File: src/rtl/tc_pkg.sv
package tc_pkg;
  localparam int MODE_W  = 7;
  localparam int POL_BIT = 8;
  localparam int SEL_BIT = 9;

  localparam int ADDR_CTRL = 0;
  localparam int ADDR_STAT = 1;
  localparam int ADDR_CAPT = 2;

  localparam int STAT_FLAG_BIT = 0;
  localparam int STAT_PIN_BIT  = 1;

  typedef logic [MODE_W-1:0] mode_t;

  localparam mode_t MODE_GPI = 7'd0;
  localparam mode_t MODE_GPO = 7'd1;
  localparam mode_t MODE_CAP = 7'd2;
endpackage

File: src/rtl/tc_edge_det.sv
module tc_edge_det (
  input  logic clk,
  input  logic rst,
  input  logic flush,
  input  logic pin_in,
  input  logic edge_pol,
  input  logic edge_both,
  output logic level,
  output logic rise_ev,
  output logic fall_ev,
  output logic qual
);
  logic smp_q;
  logic prev_q;
  logic hist_ok_q;

  always_ff @(posedge clk) begin
    if (rst) begin
      smp_q     <= 1'b0;
      prev_q    <= 1'b0;
      hist_ok_q <= 1'b0;
    end else begin
      smp_q     <= pin_in;
      prev_q    <= smp_q;
      hist_ok_q <= ~flush;
    end
  end

  assign level   = smp_q;
  assign rise_ev = hist_ok_q & smp_q & ~prev_q;
  assign fall_ev = hist_ok_q & ~smp_q & prev_q;

  always_comb begin
    if (edge_both) qual = rise_ev | fall_ev;
    else if (edge_pol) qual = rise_ev;
    else qual = fall_ev;
  end
endmodule

File: src/rtl/tc_ctrl_regs.sv
module tc_ctrl_regs
  import tc_pkg::*;
#(
  parameter int ADDR_W = 2,
  parameter int DATA_W = 32
) (
  input  logic              clk,
  input  logic              rst,
  input  logic              wr_en,
  input  logic [ADDR_W-1:0] wr_addr,
  input  logic [DATA_W-1:0] wr_data,
  output mode_t             mode_q,
  output logic              pol_q,
  output logic              both_q,
  output logic              gpio_wr,
  output logic              flag_clr
);
  logic ctrl_sel;
  logic stat_sel;
  logic unused_wr_bits;

  assign ctrl_sel = wr_en && (wr_addr == ADDR_W'(ADDR_CTRL));
  assign stat_sel = wr_en && (wr_addr == ADDR_W'(ADDR_STAT));

  assign gpio_wr  = ctrl_sel && ((wr_data[MODE_W-1:0] == MODE_GPI) ||
                                 (wr_data[MODE_W-1:0] == MODE_GPO));
  assign flag_clr = stat_sel && wr_data[STAT_FLAG_BIT];

  assign unused_wr_bits = ^{wr_data[DATA_W-1:SEL_BIT+1], wr_data[POL_BIT-1:MODE_W]};

  always_ff @(posedge clk) begin
    if (rst) begin
      mode_q <= MODE_GPI;
      pol_q  <= 1'b0;
      both_q <= 1'b0;
    end else if (ctrl_sel) begin
      mode_q <= wr_data[MODE_W-1:0];
      pol_q  <= wr_data[POL_BIT];
      both_q <= wr_data[SEL_BIT];
    end
  end
endmodule

File: src/rtl/tc_capture.sv
module tc_capture #(
  parameter int CNT_W = 24
) (
  input  logic             clk,
  input  logic             rst,
  input  logic             flush,
  input  logic             cap_en,
  input  logic             flag_en,
  input  logic             qual,
  input  logic             flag_clr,
  input  logic [CNT_W-1:0] cnt_bus,
  output logic [CNT_W-1:0] a2_q,
  output logic             flag_q
);
  always_ff @(posedge clk) begin
    if (rst || flush) begin
      a2_q   <= '0;
      flag_q <= 1'b0;
    end else begin
      if (qual && cap_en) a2_q <= cnt_bus;
      if (qual && flag_en) flag_q <= 1'b1;
      else if (flag_clr) flag_q <= 1'b0;
    end
  end
endmodule

File: src/rtl/timer_chan.sv
module timer_chan
  import tc_pkg::*;
#(
  parameter int ADDR_W = 2,
  parameter int DATA_W = 32,
  parameter int CNT_W  = 24
) (
  input  logic              clk,
  input  logic              rst,
  input  logic              wr_en,
  input  logic [ADDR_W-1:0] wr_addr,
  input  logic [DATA_W-1:0] wr_data,
  input  logic [ADDR_W-1:0] rd_addr,
  output logic [DATA_W-1:0] rd_data,
  input  logic [CNT_W-1:0]  cnt_bus,
  input  logic              pin_in,
  output logic              pin_out,
  output logic              flag_o
);
  mode_t            mode_q;
  logic             pol_q;
  logic             both_q;
  logic             gpio_wr;
  logic             flag_clr;
  logic             level;
  logic             rise_ev;
  logic             fall_ev;
  logic             qual;
  logic             cap_en;
  logic             flag_en;
  logic [CNT_W-1:0] a2_q;
  logic             flag_q;
  logic [DATA_W-1:0] ctrl_word;
  logic [DATA_W-1:0] stat_word;
  logic [DATA_W-1:0] capt_word;

  tc_ctrl_regs #(.ADDR_W(ADDR_W), .DATA_W(DATA_W)) u_regs (
    .clk(clk), .rst(rst), .wr_en(wr_en), .wr_addr(wr_addr), .wr_data(wr_data),
    .mode_q(mode_q), .pol_q(pol_q), .both_q(both_q),
    .gpio_wr(gpio_wr), .flag_clr(flag_clr)
  );

  tc_edge_det u_edge (
    .clk(clk), .rst(rst), .flush(gpio_wr), .pin_in(pin_in),
    .edge_pol(pol_q), .edge_both(both_q),
    .level(level), .rise_ev(rise_ev), .fall_ev(fall_ev), .qual(qual)
  );

  assign cap_en  = (mode_q == MODE_CAP);
  assign flag_en = (mode_q == MODE_CAP) || (mode_q == MODE_GPI);

  tc_capture #(.CNT_W(CNT_W)) u_cap (
    .clk(clk), .rst(rst), .flush(gpio_wr), .cap_en(cap_en), .flag_en(flag_en),
    .qual(qual), .flag_clr(flag_clr), .cnt_bus(cnt_bus),
    .a2_q(a2_q), .flag_q(flag_q)
  );

  assign flag_o = flag_q;

  always_comb begin
    ctrl_word = '0;
    ctrl_word[MODE_W-1:0] = mode_q;
    ctrl_word[POL_BIT]    = pol_q;
    ctrl_word[SEL_BIT]    = both_q;
    stat_word = '0;
    stat_word[STAT_FLAG_BIT] = flag_q;
    stat_word[STAT_PIN_BIT]  = level;
    capt_word = '0;
    capt_word[CNT_W-1:0] = a2_q;
  end

  always_ff @(posedge clk) begin
    if (rst) begin
      rd_data <= '0;
      pin_out <= 1'b0;
    end else begin
      pin_out <= (mode_q == MODE_GPO) ? pol_q : 1'b0;
      case (rd_addr)
        ADDR_W'(ADDR_CTRL): rd_data <= ctrl_word;
        ADDR_W'(ADDR_STAT): rd_data <= stat_word;
        ADDR_W'(ADDR_CAPT): rd_data <= capt_word;
        default:            rd_data <= '0;
      endcase
    end
  end
endmodule

File: config.mk
export PLATFORM = sky130hd
export DESIGN_NAME = timer_chan
export DESIGN_NICKNAME = d
export VERILOG_FILES = /design/src/rtl/tc_pkg.sv /design/src/rtl/tc_edge_det.sv /design/src/rtl/tc_ctrl_regs.sv /design/src/rtl/tc_capture.sv /design/src/rtl/timer_chan.sv
export SDC_FILE = /design/constraint.sdc
export NUM_CORES = 1
export LEC_CHECK = 0
export CAP_MARGIN = 20
export CORE_MARGIN = 4
export CORE_UTILIZATION = 55
export DETAILED_ROUTE_END_ITERATION = 12
export DONT_BUFFER_PORTS = 1
export PLACE_DENSITY = 0.73
export SYNTH_ARGS = -nofsm -noshare
export SYNTH_HDL_FRONTEND = slang
export SYNTH_SLANG_ARGS = --single-unit
File: constraint.sdc
create_clock -name clk -period 1.5 [get_ports clk]
set_clock_uncertainty 0.2 [all_clocks]
set_input_delay 0 -clock clk [delete_from_list [all_inputs] [get_ports clk]]
set_output_delay 0 -clock clk [all_outputs]
set_load 0.01 [all_outputs]
# Word level (Yosys, flattened, before mapping)

Cells that the tools add are included.

$add $sub $neg: 0
$mul: 0
Divide/modulo/power cells: 0
Order comparisons: 0
Eq/ne operators: 6
Shift operators: 0
Multiplexer cells: 5
Bitwise gates (word level): 9
Reductions and logical operators: 15

Operators with widths:

| kind                                                 | number |
|---|---|
| one-hot mux 24 bit (3 select lines)                  | 1 |
| equality test 7 x 1 -> 1 bit (second input constant) | 2 |
| logical NOT 7 bit                                    | 2 |
| equality test 7 x 2 -> 1 bit (second input constant) | 1 |
| logical AND 1 bit                                    | 6 |
| bitwise AND 1 bit                                    | 4 |
| equality test 2 x 1 -> 1 bit (second input constant) | 2 |
| logical NOT 2 bit                                    | 2 |
| 2-to-1 mux 1 bit                                     | 4 |
| inverter 1 bit                                       | 4 |
| logical OR 1 bit                                     | 3 |
| equality test 2 bit (second input constant)          | 1 |
| nonzero test 2 bit                                   | 1 |
| OR reduction 2 bit                                   | 1 |
| bitwise OR 1 bit                                     | 1 |

Bits in registers: 70
Bits in latches: 0
Memory bits (writable): 0
Memory bits (read-only): 0
Output and inout port bits: 34
Word-level logic and storage cells: 45
Memories kept: 0

# Depth between registers and ports, before layout

Gate-level depths: netlist of the first run.

Word-level depth: 7
Mapped depth: 6

# Hierarchy

Synthesis of the first run repeated with hierarchy kept, for this count alone.

Cell total of the unflattened synthesis: 257
Area, all modules: 2660.1 sq um

By module, submodules not included:

| module       | times used | cells each | area each (sq um) | sequential area each (sq um) |
|---|---|---|---|---|
| tc_capture   | 1          | 114        | 1177.4            | 500.5 |
| timer_chan   | 1          | 85         | 915.9             | 500.5 |
| tc_ctrl_regs | 1          | 43         | 437.9             | 180.2 |
| tc_edge_det  | 1          | 15         | 128.9             | 60.1 |

# Worst setup path after synthesis of the first run

OpenSTA, ideal clock, no wires.

Path type: register to register
From: register u_regs.mode_q[3]
To: register u_cap.a2_q[14]
Arrival: 1.190 ns
Required time: 1.178 ns
Path slack: -0.012 ns
Stages on the path, launching flop included: 6
Path buffers: 1
Period minus slack after synthesis: 1.512 ns
Cells stage by stage: dfxtp_1 -> nor4_2 -> nand4b_1 -> clkbuf_1 -> o21ai_0 -> a21oi_1

Word-level cells in the longest chain between the ends: 2

RTL lines:

| what                         | RTL line           | text |
|---|---|---|
| start, declared              | tc_ctrl_regs.sv:12 | `output mode_t mode_q,` |
| start signal, assigned       | tc_ctrl_regs.sv:37 | `mode_q <= wr_data[MODE_W-1:0];` |
| equality test 7 x 2 -> 1 bit | timer_chan.sv:49   | `assign cap_en = (mode_q == MODE_CAP);` |
| logical AND 1 bit            | tc_capture.sv:20   | `if (qual && cap_en) a2_q <= cnt_bus;` |
| end signal, assigned         | tc_capture.sv:20   |  |
| end, declared                | tc_capture.sv:12   | `output logic [CNT_W-1:0] a2_q,` |

Every way passes these cells.
A chain may end at the register's enable or synchronous reset.

# Worst setup path after layout of the first run

From: register u_regs.mode_q[6]
To: register u_cap.a2_q[8]

The elaborated chain is that of the path after synthesis.

==> summary.txt, run 1 <==
Post-synth ARST share: 0%
CTS tree: yes
via count: 1861
final setup TNS: -1.71 ns
PwrDens: 1110 nW/um^2
final worst setup slack: -0.117 ns
Slew Viols, Final: 0
Tcrit/Tclk final: 108%
Post-synth top cells: 62 x dfxtp_1, 26 x a21oi_1, 24 x o21ai_0
Hold WS: 0.0344 ns
Max Cap Viol: 0
Synth area leader: dfxtp_1
drt total wl: 5.58 mm
residual DRC count: 0
Die ar.: 5420 um^2
CTS root buf: clkbuf_8
dpl hpwl: 3.38 mm
end-of-flow core utilization: 77.0%
clock latency on the worst-skew pair: 0.33 ns
Synth Warn #: 0
WP data required: 1.57 ns
global route overflow: 0
Slew headroom: 61.2%
drt first pass iters: 4
Pleak: 1.22 nW
post-place setup slack: -0.130 ns
post-synthesis register bit count: 62
Final setup viols: 24
H-tree levels: 3
final hold violations: 0
post-route ant nets: 0
PortBufs: 0
Slew @ Worst Pin: 0.582 ns
crit path time final: 1.62 ns
top cells by area, synth: dfxtp_1 52%, mux2i_1 7.6%, a21oi_1 5.5%
post-synth cell types: 35
Post-synth EDFFs: 0
fmax: 618 MHz
CTS Buffer Depth: 2
Via-to-Cell Ratio: 5.33
Final #Nets: 359
Setup crit end kind: register
placed cell count: 290
Area growth, synth to finish: 32.7%
Synth Cell Area: 2370 um^2
worst-path fanout max: 24
CTS buffer count: 9
CP arrival: 1.68 ns
Die X: 73.6 um
status: finished, violations left
starting density of the core: 58.0%
fin cells: 349
ANT cells: 0
Worst-path clk slew: 0.07 ns
Hold Crit Class: primary input to register
RSZ-0062 raised after global routing: yes
largest net degree at the start of global routing: 27
share of layout cells above drive strength 1: 17.1%
predominant post-synthesis flop cell: dfxtp_1
Routability Congestion: 0.704
vias in the first global route: 1905
critical path type: register to register
count leader, synth: dfxtp_1
Clock Sinks: 62
1st-iter DRT viols: 149
Tot GR Track Use: 22.2%
Post-Syn Instances: 242
placeable core region: 4090 um^2
maximum vdd ir drop: 0.674 mV
top cell type's share of synthesized area: 52.4%
die height: 73.6 um
Mean Syn Cell Area: 9.79 um^2
wire length per cell: 16.0 um
Worst Setup Start Kind: register
first-pass GRT wire length: 9.08 mm
Rows: 23
initial antenna violation count: 0
failing checks: negative setup slack
num ports: 98
register area share after synthesis: 52.4%
==> repair_timing <==
item                       CTS  global route
hold buffers                45             1
setup buffers                0             0
setup endpoints to repair   25            49
pin swaps                    1             1
gates resized for setup      4            19
hold endpoints to repair    49             2
==> placed cells by master (no fill, tap or decap), types with 2 or more instances in the layout <==
| cell | n |
|---|---|
| clkbuf_8 | 9 |
| and2b_1 | 2 |
| nand3_1 | 21 |
| dlymetal6s4s_1 | 4 |
| nor2_1 | 21 |
| and2_1 | 15 |
| o21ai_1 | 6 |
| nand3_2 | 4 |
| nand2b_1 | 2 |
| buf_12 | 4 |
| bufinv_16 | 2 |
| a21oi_2 | 3 |
| o21ai_0 | 19 |
| clkinv_2 | 3 |
| conb_1 | 8 |
| dfxtp_2 | 5 |
| dlygate4sd3_1 | 40 |
| buf_4 | 10 |
| a21oi_1 | 24 |
| mux2i_1 | 18 |
| dfxtp_1 | 57 |
| nor2b_1 | 3 |
==> area by class of cell <==
type,instances,area (um^2)
well taps,50,62.6
clock inverters,5,75.1
inverters,1,3.75
repair buffers,59,617
clock buffers,10,128
flip-flops and latches,62,1250
multi-input cells,162,1010
fillers,291,941
==> path summary, 6_finish.rpt <==
| path | from | end | slack, ns | cells after the start |
|---|---|---|---|---|
| max | u_regs.mode_q[6] | u_cap.a2_q[8] | -0.12 | 5 |
| max reg2reg | u_regs.mode_q[6] | u_cap.a2_q[8] | -0.12 | 5 |
| min | wr_addr[0] | u_regs.mode_q[2] | 0.03 | 5 |
| min reg2reg | u_cap.a2_q[16] | rd_data[16] | 0.25 | 1 |
==> layer usage <==
metal	global-route usage, %	wire (um)
met5	0	0
met4	12.9	114
met3	5.20	316
met2	36.6	3040
met1	26.2	2110
==> flip-flops by register name, summed over array words and instances (netlist names) <==
register and cells:
u_edge.prev_q 1, u_edge.level 1, rd_data 24, u_regs.mode_q 7, u_cap.a2_q 24, u_regs.both_q 1, u_edge.hist_ok_q 1, pin_out 1
u_cap.flag_q 1, u_regs.pol_q 1
==> power by group <==
group | leakage [nW] | total, mW | switching, mW | internal, mW
Clock | 0.106 | 1.53 | 0.610 | 0.918
Combinational | 0.612 | 0.282 | 0.128 | 0.153
Sequential | 0.503 | 1.68 | 0.0181 | 1.66
Total | 1.22 | 3.49 | 0.756 | 2.74
==> cell families after synthesis <==
| logic type | after synthesis | share of synthesized area [%] |
|---|---|---|
| mux | 18 | 7.60 |
| flops | 62 | 52.4 |
| other cells | 1 | 0.158 |
| simple gates | 80 | 19.2 |
| buf+inv | 25 | 7.76 |
| compound gates | 56 | 12.9 |
==> critical path, cell delays in order (launching register included) <==
cell and delay (ns):
dfxtp_2 0.34, nor4_4 0.28, and4b_1 0.29, buf_12 0.18
nand3_1 0.12, a21oi_2 0.14
==> per-stage QoR <==
stage | cell area (um^2) | power [mW]
floorplan | 2400 | 1.85
global placement | 2440 | 1.87
detailed placement | 2440 | 1.87
CTS | 3110 | 3.50
global route | 3150 | 3.63
finish | 3150 | 3.49
Power figures use the tool's default switching activity.
==> inputs of run 2 (changes only) <==
--- a/config.mk
+++ b/config.mk
@@ -10,6 +10,7 @@
 export CORE_UTILIZATION = 55
 export DETAILED_ROUTE_END_ITERATION = 12
 export DONT_BUFFER_PORTS = 1
+export GPL_TIMING_DRIVEN = 0
 export PLACE_DENSITY = 0.73
 export SYNTH_ARGS = -nofsm -noshare
 export SYNTH_HDL_FRONTEND = slang
==> summary.txt, run 2 (synthesis results as in run 1) <==
status: finished, violations left
failing checks: negative hold slack, negative setup slack
final hold violations: 1 (+1)
worst hold endpoint: u_regs.pol_q
die height: 73.6 um (unchanged)
wire length per cell: 16.3 um (+1.8%)
starting density of the core: 58.0% (unchanged)
fin cells: 366 (+4.9%)
share of layout cells above drive strength 1: 28.2% (+11 points)
met2 wire length: 3.08 mm (+1.2%)
CTS buffer count: 9 (unchanged)
Setup crit end kind: register
Hold Startpoint: wr_addr[0]
Pleak: 1.24 nW (+1.4%)
end-of-flow core utilization: 82.2% (+5.3 points)
placed cell count: 299 (+3.1%)
largest net degree at the start of global routing: 11 (-59%)
CTS tree: yes
Via-to-Cell Ratio: 5.36 (+0.53%)
clock latency on the worst-skew pair: 0.34 ns (about the same)
Post-CTS Hold Fix Bufs: 49 (+8.9%)
most frequent cells in the layout: 55 x dfxtp_1, 48 x dlygate4sd3_1, 22 x nor2_1
largest registers: rd_data: 24 flops, u_cap.a2_q: 24 flops, u_regs.mode_q: 7 flops
Hold Crit Class: primary input to register
routed wl met3: 309 um (-2.2%)
Final #Nets: 377 (+5.0%)
global route overflow: 0 (unchanged)
most common cell after layout, fill and taps aside: dfxtp_1
Reg2Reg Capture Point: u_cap.a2_q[20]
initial antenna violation count: 0 (unchanged)
DR top layer: met4
WHS Path Cells: 3 (-2)
worst-path fanout max: 10 (-58%)
CTS Buffer Depth: 2 (unchanged)
1st-iter DRT viols: 40 (-73%)
H-tree levels: 3 (unchanged)
crit path time final: 1.65 ns (+0.0369 ns)
post-place setup slack: -0.340 ns (-0.209 ns)
Final setup viols: 25 (+4.2%)
Rows: 23 (unchanged)
Area growth, synth to finish: 41.8%
Worst-path clk slew: 0.07 ns (about the same)
WP data required: 1.56 ns (about the same)
M1 WL: 2.43 mm (+15%)
RSZ-0062 raised after global routing: yes
placeable core region: 4090 um^2 (unchanged)
critical path type: register to register
Worst Setup Start Kind: register
first-pass GRT wire length: 9.33 mm (+2.7%)
Routability Congestion: 0.725 (+2.9%)
CTS root buf: clkbuf_8
drt first pass iters: 4 (unchanged)
num ports: 98 (unchanged)
vias in the first global route: 1960 (+2.9%)
final worst setup slack: -0.154 ns (-0.0369 ns)
drt total wl: 5.96 mm (+6.8%)
Tot GR Track Use: 23.4% (+1.2 points)
Tcrit/Tclk final: 110% (+2.5 points)
post-route ant nets: 0 (unchanged)
residual DRC count: 0 (unchanged)
Die X: 73.6 um (unchanged)
via count: 1962 (+5.4%)
RR Startpoint: u_regs.mode_q[3]
Worst R2R Path Depth: 6 (+1)
CP arrival: 1.71 ns (+0.03 ns)
PortBufs: 0 (unchanged)
Max Cap Viol: 0 (unchanged)
Slew Viols, Final: 0 (unchanged)
Hold WS: -0.208 ns (-0.243 ns)
r2r setup slk: -0.15 ns (-0.04 ns)
Clock Sinks: 62 (unchanged)
dpl hpwl: 3.39 mm (+0.13%)
fmax: 605 MHz (-2.2%)
PwrDens: 959 nW/um^2 (-14%)
maximum vdd ir drop: 0.685 mV (+1.7%)
ANT cells: 0 (unchanged)
Die ar.: 5420 um^2 (unchanged)
## run 2: cell types whose count changed in the layout (fill, tap and decap cells not counted), sizes merged
cell / previous run / this run
bufinv: 2 / 0
clkinv: 3 / 2
clkbuf: 10 / 15
dlygate4sd3: 40 / 48
dlymetal6s4s: 4 / 0
buf: 15 / 26
## run 2: layer usage
metal	GRT usage, %	up-vias
li1	-	966
met1	26.5	925
met2	39.2	59
met3	6.98	12
met4	12.7	0
met5	0	-
## run 2: area by class of cell
class                           count  area [um^2]
Buffer                             23          215
Clock buffer                       12          145
Clock inverter                      2         10.0
Fill cell                         247          726
Inverter                            1         3.75
Multi-Input combinational cell    162         1130
Sequential cell                    62         1250
Tap cell                           50         62.6
Timing Repair Buffer               54          537
## run 2: through the flow
| stage | setup TNS, ns | power (mW) | instance area [um^2] |
|---|---|---|---|
| finish | -3.23 | 3.22 | 3360 |
| global route | -4.55 | 3.35 | 3360 |
| CTS | -2.75 | 3.21 | 3200 |
| detailed placement | -6.73 | 1.88 | 2460 |
| global placement | -5.04 | 1.88 | 2460 |
| floorplan | 0 | 1.85 | 2400 |
## run 2: worst max-delay path by stage
| stage | startpoint | endpoint | slack [ns] | depth (start not counted) |
|---|---|---|---|---|
| 6_report | u_regs.mode_q[3] | u_cap.a2_q[20] | -0.15 | 6 |
| 5_1_grt | u_regs.mode_q[3] | u_cap.a2_q[13] | -0.22 | 6 |
| 4_1_cts | u_regs.mode_q[3] | u_cap.a2_q[19] | -0.14 | 6 |
| 3_5_place_dp | u_regs.mode_q[6] | u_cap.a2_q[17] | -0.34 | 5 |
| 3_3_place_gp | u_regs.mode_q[6] | u_cap.a2_q[23] | -0.26 | 5 |
| 2_1_floorplan | u_regs.mode_q[6] | u_cap.a2_q[14] | 0.004 | 6 |
## run 2: where the power goes
group,switching [mW],internal (mW)
logic,0.146,0.170
registers,0.0218,1.66
clock network,0.601,0.621
## run 2: worst max-delay path, cell delays in order, from the launching register on
cell and delay (ns):
dfxtp_4 0.36, nor4_4 0.30, and4b_1 0.24, buf_6 0.13, buf_12 0.13, nand3_1 0.08, a21oi_1 0.13
## run 2: timing repair
action | 4_1_cts | 5_1_grt
buffers inserted | 4 | 1
hold endpoints to repair | 51 | 1
resized for setup | 35 | 50
gates cloned | 1 | 0
endpoints found under the setup margin | 25 | 41
pin swaps | 3 | 11
